--- config.mk ---
export PLATFORM = sky130hd
export DESIGN_NAME = unl_engine
export DESIGN_NICKNAME = d
export VERILOG_FILES = /design/src/rtl/unl_pkg.sv /design/src/rtl/unl_addr.sv /design/src/rtl/unl_fmt.sv /design/src/rtl/unl_engine.sv
export SDC_FILE = /design/constraint.sdc
export NUM_CORES = 1
export LEC_CHECK = 0
export BUFFER_PORTS_ARGS = -buffer_cell sky130_fd_sc_hd__buf_2
export CORE_UTILIZATION = 30
export CTS_BUF_LIST = sky130_fd_sc_hd__clkbuf_16
export DETAILED_ROUTE_END_ITERATION = 12
export PLACE_DENSITY = 0.5
export SLEW_MARGIN = 20
export SYNTH_ARGS = -nofsm -noshare
export SYNTH_HDL_FRONTEND = slang
export SYNTH_HIERARCHICAL = 1
export SYNTH_SLANG_ARGS = --single-unit
--- constraint.sdc ---
create_clock -name clk -period 3.92 [get_ports clk]
set_input_delay 1.176 -clock clk [delete_from_list [all_inputs] [get_ports clk]]
set_output_delay 1.176 -clock clk [all_outputs]
set_load 0.1 [all_outputs]
--- src/rtl/unl_pkg.sv ---
package unl_pkg;
    localparam int SAMP_W = 12;
    localparam int OUT_W  = 16;
    localparam int CHAN_W = 5;
    localparam int OFF_W  = 8;
    localparam int CODE_W = 2;
    localparam int SUB_W  = 4;
endpackage

--- src/rtl/unl_addr.sv ---
module unl_addr
    import unl_pkg::*;
#(
    parameter int ADDR_W = 12
) (
    input  logic [CODE_W-1:0] act_code,
    input  logic [CHAN_W-1:0] chan,
    input  logic [OFF_W-1:0]  offset,
    input  logic [ADDR_W-1:0] oldest,
    input  logic [ADDR_W-1:0] cur_addr,
    input  logic [SUB_W-1:0]  sub,
    output logic [ADDR_W-1:0] start_addr,
    output logic [ADDR_W-1:0] next_addr,
    output logic              chan_ok
);
    localparam int CNT_W = CHAN_W + 1;
    localparam int SH_W  = CODE_W + 1;

    logic [SH_W-1:0]   shift;
    logic [CNT_W-1:0]  n_active;
    logic [ADDR_W-1:0] scan_idx;
    logic [ADDR_W-1:0] stride;

    always_comb begin
        shift      = {1'b0, act_code} + SH_W'(2);
        n_active   = CNT_W'(4) << act_code;
        chan_ok    = {1'b0, chan} < n_active;
        scan_idx   = oldest + ADDR_W'(offset);
        start_addr = (scan_idx << shift) + ADDR_W'(chan);
        stride     = ADDR_W'(sub) + ADDR_W'(1);
        next_addr  = cur_addr + (stride << shift);
    end
endmodule

--- src/rtl/unl_fmt.sv ---
module unl_fmt
    import unl_pkg::*;
(
    input  logic [SAMP_W-1:0] word_in,
    output logic [OUT_W-1:0]  word_out
);
    generate
        if (OUT_W > SAMP_W) begin : g_ext
            assign word_out = {{(OUT_W-SAMP_W){word_in[SAMP_W-1]}}, word_in};
        end else begin : g_same
            assign word_out = word_in[OUT_W-1:0];
        end
    endgenerate
endmodule

--- src/rtl/unl_engine.sv ---
module unl_engine
    import unl_pkg::*;
#(
    parameter int ADDR_W = 12
) (
    input  logic              clk,
    input  logic              rst_n,
    input  logic              arm,
    input  logic              req_valid,
    input  logic [4:0]        req_chan,
    input  logic [7:0]        req_offset,
    input  logic [1:0]        act_code,
    input  logic [ADDR_W-1:0] oldest_scan,
    input  logic              data_present,
    input  logic              rd_stb,
    input  logic [3:0]        rd_sub,
    output logic [ADDR_W-1:0] mem_addr,
    input  logic [11:0]       mem_rdata,
    output logic [15:0]       rd_data,
    output logic              q
);
    typedef struct packed {
        logic              unload;
        logic [ADDR_W-1:0] addr;
        logic              pend1;
        logic              pend2;
        logic [SAMP_W-1:0] held;
        logic [OUT_W-1:0]  rd;
        logic              q;
    } st_t;

    st_t st_d, st_q;

    logic [ADDR_W-1:0] start_addr;
    logic [ADDR_W-1:0] next_addr;
    logic              chan_ok;
    logic [OUT_W-1:0]  held_ext;
    logic              in_unload;

    unl_addr #(.ADDR_W(ADDR_W)) u_addr (
        .act_code   (act_code),
        .chan       (req_chan),
        .offset     (req_offset),
        .oldest     (oldest_scan),
        .cur_addr   (st_q.addr),
        .sub        (rd_sub),
        .start_addr (start_addr),
        .next_addr  (next_addr),
        .chan_ok    (chan_ok)
    );

    unl_fmt u_fmt (
        .word_in  (st_q.held),
        .word_out (held_ext)
    );

    always_comb begin
        st_d       = st_q;
        st_d.pend1 = 1'b0;
        st_d.pend2 = st_q.pend1;
        if (st_q.pend2) begin
            st_d.held = mem_rdata;
        end
        if (arm) begin
            st_d.unload = 1'b0;
            if (rd_stb) begin
                st_d.rd = '0;
                st_d.q  = 1'b0;
            end
        end else if (req_valid) begin
            st_d.unload = chan_ok && data_present;
            st_d.q      = chan_ok && data_present;
            if (chan_ok && data_present) begin
                st_d.addr  = start_addr;
                st_d.pend1 = 1'b1;
            end
        end else if (rd_stb) begin
            if (st_q.unload) begin
                st_d.rd    = held_ext;
                st_d.q     = 1'b1;
                st_d.addr  = next_addr;
                st_d.pend1 = 1'b1;
            end else begin
                st_d.rd = '0;
                st_d.q  = 1'b0;
            end
        end
    end

    always_ff @(posedge clk) begin
        if (!rst_n) begin
            st_q <= '0;
        end else begin
            st_q <= st_d;
        end
    end

    assign mem_addr  = st_q.addr;
    assign rd_data   = st_q.rd;
    assign q         = st_q.q;
    assign in_unload = st_q.unload;
endmodule

==> results.json <==
{
  "status": "finished clean",
  "antenna_found_initial": 1,
  "dp_cells": 690,
  "fmax_mhz": 263,
  "die_area_sq_um": 14000,
  "nets": 603,
  "mostFrequentLayoutCell": "buf_2",
  "path_depth": 12,
  "final_cell_mix": "buf_2, dfxtp_1, o21ai_0",
  "critPathSlowestCell": "mux4_2",
  "worstMarginPinSlew_ns": 0.715,
  "rsz0062_at_grt": "false",
  "r2r_cells": 10,
  "arrival_ns": 3.98,
  "ys_seq_elements": 44,
  "critPathTopFamily": "simple AND/OR/NAND/NOR gates",
  "postRouteWirelength_um": 9960,
  "clk_pin_slew_ns": 0.06,
  "via_per_inst": 5.10,
  "n_fill_cell": 1370,
  "finalCritPeriodShare_pct": 96.8,
  "async_reset_ff_share_pct": 0,
  "grt_max_degree": 45,
  "synth_flop_cell": "dfxtp_1",
  "synth.avg_cell_area_sq_um": 8.42,
  "initial_core_util_pct": 30.7,
  "synth_edf_count": 0,
  "insertion_delay_ns": 0.29,
  "max-slew-margin-rel_pct": 52.3,
  "netlist_instances": 481,
  "cts_tree": "done",
  "cts_buffer_depth": 2,
  "netlist_area_sq_um": 4050,
  "root_buffer": "clkbuf_16",
  "hold_viol": 0,
  "crit_type": "input pin to register",
  "rows": 42,
  "crit_end": "mem_addr[11]",
  "num_antenna_cells": 0,
  "port_buffers": 75,
  "vias": 3570,
  "grt.overflow.total": 0,
  "p_leak_nw": 2.06,
  "fin_tns_setup_ns": 0,
  "reg2reg_setup_slack_ns": 1.62,
  "final_max_slew_viol_count": 0,
  "hp-class": "register to register",
  "groute.usage.overall_pct": 14.5,
  "slowest_delay_ns": 0.54,
  "critPathLaunch": "req_offset[1]",
  "path_cells": "buf_2 -> buf_4 -> ha_1 -> a211oi_4 -> nor4_1 -> or3b_4 -> mux4_2 -> and4bb_1 -> xor2_1 -> nand4_1 -> o2111ai_2 -> o211a_1",
  "drv_cap": 0,
  "drive_above_1_share_pct": 26.7,
  "instances_no_fill": 700,
  "critPathBufInv": 2,
  "htreeDepth": 2,
  "r2r_start": "mem_addr[3]",
  "pre_cts_slack_ns": -0.381,
  "drc": 0,
  "area_growth_pct": 13.6,
  "postRouteAntennaNets": 0,
  "min_from": "st_d[29]",
  "cts_buffers": 5,
  "wire_per_inst_um": 14.2,
  "critPathMaxFanout": 6,
  "grt_pass1_vias": 3433,
  "period_needed_ns": 3.80,
  "boundaryPins": 78,
  "routabilityCongestion": 0.844,
  "cp-end-kind": "register",
  "grt_pass1_wl_um": 16700,
  "die_width_um": 118,
  "fin_worst_skew_ns": 0.00430,
  "cts_num_sinks": 44,
  "setup_violations": 0,
  "die_y_um": 118,
  "core_sq_um": 13200,
  "setup_slack_ns": 0.124,
  "power_per_cell_area_nw_per_um2": 291,
  "ir_worst_vdd_uv": 163,
  "first_pass_iters": 4,
  "hold_depth": 1,
  "synth_cell_types": 63,
  "critPathRequiredTime_ns": 4.10,
  "drt_iter0_drc": 158,
  "yosysSeqAreaShare_pct": 21.8,
  "ys_warn_count": 6,
  "cp-start-kind": "input pin",
  "rr_endpoint": "mem_addr[10]",
  "hpwlAfterDp_um": 7640
}
## layout make-up
type | instances | area, sq um | share of cell area [%]
Clock buffer | 5 | 125 | 2.72
Clock inverter | 2 | 12.5 | 0.272
Inverter | 19 | 71.3 | 1.55
Multi-Input combinational cell | 348 | 2670 | 58.0
Sequential cell | 44 | 881 | 19.2
Tap cell | 176 | 220 | 4.79
Timing Repair Buffer | 106 | 621 | 13.5
## per-stage QoR
step           util [%]  total power, W  hold slack [ns]  area (sq um)
2_1_floorplan         -        0.000804            0.412          4070
3_3_place_gp       33.1        0.000918            0.417          4370
3_5_place_dp       33.1        0.000926            0.429          4370
4_1_cts            34.3         0.00134            0.444          4520
5_1_grt            34.9         0.00142            0.457          4600
6_report           34.9         0.00134            0.440          4600
## where the power goes
group          total (W)  switching, W  internal [W]
logic           0.000472      0.000264      0.000208
registers       0.000463    0.00000791      0.000455
clock network   0.000406      0.000174      0.000231
total            0.00134      0.000446      0.000894
## timing repair
action                                  in CTS  in global routing
gates resized for setup                      1                 13
hold buffers                                 0                  0
buffers inserted                             2                  1
endpoints found under the setup margin       1                  5
pin swaps                                    0                 11
## per-layer routing
layer,global-route usage [%],wire (um)
met1,18.8,4670
met4,5.29,202
met2,24.7,4710
met5,0,8
met3,1.74,371
## worst min path at each step
stage	to	slack, ns
after floorplan	st_q[29]	0.41
after global placement	st_q[29]	0.42
after detailed placement	st_q[29]	0.43
after CTS	st_q[29]	0.44
after global routing	st_q[29]	0.46
final	st_q[29]	0.44
## Yosys cell counts (all sizes together) (8+ instances only)
| library cell | count | area, sq um |
|---|---|---|
| a21boi | 17 | 128 |
| a21oi | 19 | 95.1 |
| buf | 60 | 440 |
| clkbuf | 15 | 66.3 |
| dfxtp | 44 | 881 |
| ha | 27 | 338 |
| inv | 19 | 71.3 |
| mux2i | 17 | 170 |
| nand2 | 16 | 62.6 |
| nand4 | 29 | 181 |
| nand4b | 12 | 105 |
| nor2 | 21 | 86.3 |
| nor2b | 16 | 100 |
| o2111ai | 13 | 114 |
| o211a | 12 | 120 |
| o21ai | 37 | 185 |
| xnor2 | 16 | 140 |
| xor2 | 8 | 70.1 |
## flip-flops by register name (all words and copies together), names as in the netlist
signal / count
in_unload: 1
rd_data: 16
mem_addr: 12
q: 1
st_q: 13
st_d: 1
## cell families after synthesis
family	Yosys count	synth area share, %
muxes	19	5.32
buffers and inverters	94	14.3
and+or+nand+nor	138	20.4
AOI/OAI and AO/OA	130	23.1
DFF	44	21.8
other	2	0.185
xor gates and xnor gates	24	5.19
adders and majority gates	30	9.83
Power figures use the tool's default switching activity.
